[config.mk]
export PLATFORM = sky130hd
export DESIGN_NAME = acq_bus_slave
export DESIGN_NICKNAME = d
export VERILOG_FILES = /design/src/rtl/acq_bus_pkg.sv /design/src/rtl/acq_bus_capture.sv /design/src/rtl/acq_bus_ctl.sv /design/src/rtl/acq_bus_regs.sv /design/src/rtl/acq_bus_slave.sv
export SDC_FILE = /design/constraint.sdc
export NUM_CORES = 2
export LEC_CHECK = 0
export ABC_AREA = 1
export BUFFER_PORTS_ARGS = -buffer_cell sky130_fd_sc_hd__buf_2
export CAP_MARGIN = 5
export CORE_MARGIN = 5
export CORE_UTILIZATION = 41
export CTS_CLUSTER_SIZE = 28
export DETAILED_ROUTE_END_ITERATION = 7
export PLACE_DENSITY_LB_ADDON = 0.08
export SLEW_MARGIN = 20
export SYNTH_ARGS = -nofsm -noshare
export SYNTH_HDL_FRONTEND = slang
export SYNTH_HIERARCHICAL = 1
export SYNTH_SLANG_ARGS = --single-unit
[constraint.sdc]
create_clock -name clk -period 2.2 [get_ports clk]
set_input_delay 0.44 -clock clk [delete_from_list [all_inputs] [get_ports clk]]
set_output_delay 0.44 -clock clk [all_outputs]
set_load 0.005 [all_outputs]
[src/rtl/acq_bus_pkg.sv]
package acq_bus_pkg;

  typedef enum logic {
    ST_IDLE = 1'b0,
    ST_ACK  = 1'b1
  } bus_st_e;

  localparam int unsigned LANE_W = 8;

endpackage

[src/rtl/acq_bus_capture.sv]
module acq_bus_capture #(
  parameter int unsigned DATA_W = 16,
  parameter int unsigned ADDR_W = 7,
  localparam int unsigned LANES = DATA_W / acq_bus_pkg::LANE_W
) (
  input  logic              clk,
  input  logic              rst_ni,
  input  logic [ADDR_W-1:0] addr_i,
  input  logic              wr_i,
  input  logic [LANES-1:0]  ds_ni,
  input  logic [DATA_W-1:0] data_i,
  output logic              stb_o,
  output logic [LANES-1:0]  lane_o,
  output logic              wr_o,
  output logic [ADDR_W-1:0] addr_o,
  output logic [DATA_W-1:0] data_o
);

  logic [LANES-1:0] lane_d;

  always_comb begin
    lane_d = ~ds_ni;
  end

  always_ff @(posedge clk or negedge rst_ni) begin
    if (!rst_ni) begin
      stb_o  <= 1'b0;
      lane_o <= '0;
      wr_o   <= 1'b0;
      addr_o <= '0;
      data_o <= '0;
    end else begin
      stb_o  <= |lane_d;
      lane_o <= lane_d;
      wr_o   <= wr_i;
      addr_o <= addr_i;
      data_o <= data_i;
    end
  end

  AST_STB_MATCHES_LANES: assert property (@(posedge clk) disable iff (!rst_ni)
    stb_o == (lane_o != '0));

endmodule

[src/rtl/acq_bus_ctl.sv]
module acq_bus_ctl
  import acq_bus_pkg::*;
(
  input  logic clk,
  input  logic rst_ni,
  input  logic stb_i,
  input  logic wr_i,
  output logic xfer_o,
  output logic ack_o,
  output logic oe_o
);

  bus_st_e st_q, st_d;
  logic    oe_q, oe_d;

  always_comb begin
    st_d   = st_q;
    oe_d   = oe_q;
    xfer_o = 1'b0;
    case (st_q)
      ST_IDLE: begin
        if (stb_i) begin
          xfer_o = 1'b1;
          st_d   = ST_ACK;
          oe_d   = !wr_i;
        end
      end
      ST_ACK: begin
        if (!stb_i) begin
          st_d = ST_IDLE;
          oe_d = 1'b0;
        end
      end
      default: begin
        st_d = ST_IDLE;
        oe_d = 1'b0;
      end
    endcase
  end

  always_ff @(posedge clk or negedge rst_ni) begin
    if (!rst_ni) begin
      st_q <= ST_IDLE;
      oe_q <= 1'b0;
    end else begin
      st_q <= st_d;
      oe_q <= oe_d;
    end
  end

  assign ack_o = (st_q == ST_ACK);
  assign oe_o  = oe_q;

  AST_ACK_FROM_STB: assert property (@(posedge clk) disable iff (!rst_ni)
    $rose(ack_o) |-> $past(stb_i));
  AST_ACK_HELD: assert property (@(posedge clk) disable iff (!rst_ni)
    (ack_o && stb_i) |=> ack_o);
  AST_OE_ONLY_ACK: assert property (@(posedge clk) disable iff (!rst_ni)
    oe_o |-> ack_o);
  AST_ONE_XFER: assert property (@(posedge clk) disable iff (!rst_ni)
    xfer_o |=> !xfer_o);

endmodule

[src/rtl/acq_bus_regs.sv]
module acq_bus_regs #(
  parameter int unsigned DATA_W = 16,
  parameter int unsigned ADDR_W = 7,
  parameter int unsigned STAT_W = 8,
  localparam int unsigned LANES = DATA_W / acq_bus_pkg::LANE_W,
  localparam int unsigned DEPTH = 1 << ADDR_W
) (
  input  logic              clk,
  input  logic              rst_ni,
  input  logic              xfer_i,
  input  logic              wr_i,
  input  logic [ADDR_W-1:0] addr_i,
  input  logic [LANES-1:0]  lane_i,
  input  logic [DATA_W-1:0] wdata_i,
  input  logic [STAT_W-1:0] stat_i,
  output logic [DATA_W-1:0] rdata_o,
  output logic [DATA_W-1:0] ctrl_o
);

  localparam int unsigned LW = acq_bus_pkg::LANE_W;

  logic [DATA_W-1:0] mem [DEPTH];
  logic [DATA_W-1:0] mask, merged, status, rd_word;
  logic [DATA_W-1:0] ctrl_q, ctrl_d, rdata_q, rdata_d;
  logic              csr_sel, mem_we, ctrl_we, rd_en;

  always_comb begin
    for (int g = 0; g < int'(LANES); g++) begin
      mask[g*LW +: LW] = {LW{lane_i[g]}};
    end
  end

  always_comb begin
    csr_sel = (addr_i == '0);
    mem_we  = xfer_i && wr_i && !csr_sel;
    ctrl_we = xfer_i && wr_i && csr_sel;
    rd_en   = xfer_i && !wr_i;
    merged  = (mem[addr_i] & ~mask) | (wdata_i & mask);
    status  = {stat_i, ctrl_q[DATA_W-STAT_W-1:0]};
    rd_word = csr_sel ? status : mem[addr_i];
    ctrl_d  = ctrl_we ? ((ctrl_q & ~mask) | (wdata_i & mask)) : ctrl_q;
    rdata_d = rd_en ? (rd_word & mask) : rdata_q;
  end

  always_ff @(posedge clk) begin
    if (mem_we) begin
      mem[addr_i] <= merged;
    end
  end

  always_ff @(posedge clk or negedge rst_ni) begin
    if (!rst_ni) begin
      ctrl_q  <= '0;
      rdata_q <= '0;
    end else begin
      ctrl_q  <= ctrl_d;
      rdata_q <= rdata_d;
    end
  end

  assign ctrl_o  = ctrl_q;
  assign rdata_o = rdata_q;

  AST_CTRL_ONLY_CSR: assert property (@(posedge clk) disable iff (!rst_ni)
    !(xfer_i && wr_i && addr_i == '0) |=> $stable(ctrl_o));
  AST_RD_LANE_ZERO: assert property (@(posedge clk) disable iff (!rst_ni)
    (xfer_i && !wr_i && !lane_i[0]) |=> (rdata_o[LW-1:0] == '0));

endmodule

[src/rtl/acq_bus_slave.sv]
module acq_bus_slave #(
  parameter int unsigned DATA_W = 16,
  parameter int unsigned ADDR_W = 7,
  parameter int unsigned STAT_W = 8,
  localparam int unsigned LANES = DATA_W / acq_bus_pkg::LANE_W
) (
  input  logic              clk,
  input  logic              rst_n,
  input  logic [ADDR_W-1:0] addr_i,
  input  logic              wr_i,
  input  logic [LANES-1:0]  ds_ni,
  input  logic [DATA_W-1:0] data_i,
  output logic [DATA_W-1:0] data_o,
  output logic              data_oe_o,
  output logic              ack_o,
  output logic [DATA_W-1:0] ctrl_o,
  input  logic [STAT_W-1:0] stat_i,
  output logic              timer_clr_o
);

  logic [1:0]        rst_sync_q;
  logic              rst_int_n;
  logic              stb_s, wr_s, xfer, oe;
  logic [LANES-1:0]  lane_s;
  logic [ADDR_W-1:0] addr_s;
  logic [DATA_W-1:0] wdata_s, rdata;

  always_ff @(posedge clk or negedge rst_n) begin
    if (!rst_n) begin
      rst_sync_q <= 2'b00;
    end else begin
      rst_sync_q <= {rst_sync_q[0], 1'b1};
    end
  end

  assign rst_int_n   = rst_sync_q[1];
  assign timer_clr_o = !rst_int_n;

  acq_bus_capture #(.DATA_W(DATA_W), .ADDR_W(ADDR_W)) u_cap (
    .clk    (clk),
    .rst_ni (rst_int_n),
    .addr_i (addr_i),
    .wr_i   (wr_i),
    .ds_ni  (ds_ni),
    .data_i (data_i),
    .stb_o  (stb_s),
    .lane_o (lane_s),
    .wr_o   (wr_s),
    .addr_o (addr_s),
    .data_o (wdata_s)
  );

  acq_bus_ctl u_ctl (
    .clk    (clk),
    .rst_ni (rst_int_n),
    .stb_i  (stb_s),
    .wr_i   (wr_s),
    .xfer_o (xfer),
    .ack_o  (ack_o),
    .oe_o   (oe)
  );

  acq_bus_regs #(.DATA_W(DATA_W), .ADDR_W(ADDR_W), .STAT_W(STAT_W)) u_regs (
    .clk     (clk),
    .rst_ni  (rst_int_n),
    .xfer_i  (xfer),
    .wr_i    (wr_s),
    .addr_i  (addr_s),
    .lane_i  (lane_s),
    .wdata_i (wdata_s),
    .stat_i  (stat_i),
    .rdata_o (rdata),
    .ctrl_o  (ctrl_o)
  );

  assign data_oe_o = oe;
  assign data_o    = oe ? rdata : '0;

  AST_CLR_STAYS_LOW: assert property (@(posedge clk) disable iff (!rst_n)
    !timer_clr_o |=> !timer_clr_o);
  AST_BUS_QUIET: assert property (@(posedge clk) disable iff (!rst_n)
    !data_oe_o |-> (data_o == '0));
  AST_NO_OE_ON_WRITE: assert property (@(posedge clk) disable iff (timer_clr_o)
    $rose(data_oe_o) |-> !$past(wr_s));

endmodule

==> metrics.cfg <==
[route]
drc_errors = 0
dr.pass1.iters = 5
drt_iter0_drc = 6530
antenna_left = 0
wl_per_cell_um = 23.91
wirelength_um = 303700
vias_per_cell = 5.089
via_count = 64659

[power_and_ir_drop]
p_total_w = 0.09344
powerDensity_mw_per_mm2 = 827.9
peakVddDrop_uv = 900.2
p_leak_nw = 48.26

[placement]
hpwl_um = 175700
numPortBuffers = 70
placed_cell_area_mm2 = 0.09986
dp_slack_ps = -1786
gp_congestion = 0.8746

[run_status]
violations = negative setup slack
status = finished, violations left

[clock_network]
cts_sinks = 2111
cts_made_buffers = 225
root_buffer = clkbuf_16
clock_latency_ps = 880
h-tree-depth = 4
cts_tree = yes
cts_buffer_depth = 3
path_clk_slew_ps = 60

[sta]
hold-worst-slack_ps = 200.4
post-route-period-util_pct = 154.9
fin_skew_ps = 55.41
setup_viol = 4128
finalHoldViolations = 0
fin_crit_ps = 3409
slew_headroom_pct = 47.41
slew_violations = 0
rsz0062_at_grt = yes
worst_pin_slew_ps = 787.9
fmax_mhz = 293.4
setup_slack_ps = -1209

[finish]
design_area_mm2 = 0.1129
regArea_mm2 = 0.06309
layout.nets = 9682
multiInputGateArea_mm2 = 0.02469
final_cell_mix = nand2_1 (5580), edfxtp_1 (2048), buf_4 (409)
fillers = 19454
syn_to_final_growth_pct = 26.48
layout_commonest_cell = nand2_1
drive_gt1_share_pct = 15.82

[setup_path]
cp.arrival_ps = 4020
end_kind = register
critical_path.max_fanout = 16
setup.worst_path.class = register to register
worstSetupStartpointType = register
crit_required_ps = 2810

[die]
core.rowCount = 171
die_h_um = 476.5
num_io_pins = 71
die-area_mm2 = 0.2271
start_util_pct = 41.13
core_area_mm2 = 0.2170
fp.dieW_um = 476.5

[yosys]
avgSynthCellArea_um2 = 10.06
yosys.area.top_type = edfxtp_1
netlist.area_leader.share_pct = 68.91
yosysSeqAreaShare_pct = 70.68
synthCells = 8873
async_reset_ff_share_pct = 2.984
synth_cell_type_count = 27
synth_edf_count = 2048
synth.area.top_cells = edfxtp_1 (69%), nand2_1 (24%), dfrtp_1 (1.8%)
ys_ff_latch = 2111
yosys_warnings = 6
ys.flop_type = edfxtp_1
syn-cell-area_mm2 = 0.08924

[global_routing]
track_usage_pct = 26.01
grt.overflow.total = 0
antenna_found_initial = 18
grt_pass1_wl_um = 434100
grt_pass1_vias = 61248
grt_max_degree = 62

[flow_run]
maxCapViolations = 0

[hold_path]
hold_path.class = input port to register

## kinds of logic (layout without fill, tap and decap cells)
logic type / Yosys count / after routing / share of synthesized area (%)
buffers and inverters: 551 / 1505 / 2.949
other: 2 / 25 / 0.008416
AOI/OAI and AO/OA: 75 / 76 / 0.4459
adders and majority gates: 1 / 1 / 0.01402
and+or+nand+nor: 6133 / 6133 / 25.90
DFF: 2111 / 2111 / 70.68
## stage by stage
stage          utilization [%]  std cells  setup TNS (ps)
2_1_floorplan                -       8888        -1389450
3_3_place_gp             46.03      12044        -4174540
3_5_place_dp             46.03      12044        -4232610
4_1_cts                  51.64      12661        -3424450
5_1_grt                  52.02      12703        -3934120
6_report                 52.03      12705        -3608850
## power breakdown
group          switching (W)  internal (W)  total [W]
logic                0.00620       0.00351    0.00970
clock network         0.0161        0.0226     0.0387
registers          0.0000992        0.0449     0.0450
total                 0.0224        0.0710     0.0934
## cell type report
cell class / instances / area share [%]
Inverter: 105 / 0.3769
Tap cell: 2854 / 3.164
Timing Repair Buffer: 974 / 11.94
Multi-Input combinational cell: 6227 / 21.87
Antenna cell: 8 / 0.01774
Timing Repair inverter: 1 / 0.007760
Sequential cell: 2111 / 55.90
Clock inverter: 128 / 1.218
Clock buffer: 297 / 5.505
## flip-flops by register name (all words and copies together) (netlist names), named ones only
signal / cells
u_cap/addr_o: 7
u_cap/lane_o: 2
u_regs/mem: 2048
u_cap/stb_o: 1
u_ctl/ack_o: 1
u_ctl/oe_o: 1
u_regs/rdata_o: 16
u_cap/wr_o: 1
u_cap/data_o: 16
rst_sync_q: 2
## what timing repair did
item	CTS	global route
setup endpoints to repair	4129	4129
buffers inserted	90	19
pin swaps	53	29
gates cloned	69	18
gates resized for setup	368	77
endpoints found under the hold margin	37	0
hold buffers	37	0
## critical path, cell delays in order (launching register included)
cell	delay [ps]
dfrtp_4	540
buf_16	170
buf_16	170
buf_4	160
bufbuf_16	290
nand2_1	60
nand2_1	50
nand2_1	50
nand2_1	60
nand2_1	70
nand2_2	130
nand2_1	110
nand2_2	110
nor2_1	110
nor2_1	70
nor2_4	150
nand2_1	100
nand2_2	90
o21ai_4	110
buf_12	200
buf_12	140
buf_16	150
## per-layer routing
metal	GRT usage, %	wire [um]	part of all wire (%)
met5	0	11	0.0036
met4	8.957	11250	3.7
met2	40.82	138200	46
met3	3.077	20500	6.7
met1	37.72	133700	44
## final timing paths
| path | start | endpoint | slack, ps | cells past startpoint |
|---|---|---|---|---|
| worst min-delay path | data_i[7] | u_cap/data_o[7]$_DFF_PN0_ | 200 | 2 |
| min in group asynchronous | rst_sync_q[1]$_DFF_PN0_ | u_cap/addr_o[4]$_DFF_PN0_ | 310 | 1 |
| worst max register to register | u_cap/addr_o[0]$_DFF_PN0_ | u_regs/mem[77][4]$_DFFE_PP_ | -1210 | 21 |
| worst max-delay path | u_cap/addr_o[0]$_DFF_PN0_ | u_regs/mem[77][4]$_DFFE_PP_ | -1210 | 21 |
| max in group asynchronous | rst_sync_q[1]$_DFF_PN0_ | async pin | 1370 | 1 |
| worst min register to register | rst_sync_q[1]$_DFF_PN0_ | u_cap/addr_o[4]$_DFF_PN0_ | 310 | 1 |
## cell usage after synthesis, types with 9 or more instances
| library cell | number |
|---|---|
| nand2_1 | 5729 |
| buf_6 | 21 |
| nor2_1 | 345 |
| buf_2 | 215 |
| buf_4 | 32 |
| o21ai_1 | 24 |
| clkbuf_1 | 156 |
| o211ai_1 | 9 |
| buf_1 | 21 |
| nand3_1 | 41 |
| edfxtp_1 | 2048 |
| inv_1 | 102 |
| dfrtp_1 | 63 |
| o21ai_0 | 26 |
| a21oi_1 | 16 |
Note: power is estimated with default switching activity, not from simulation.
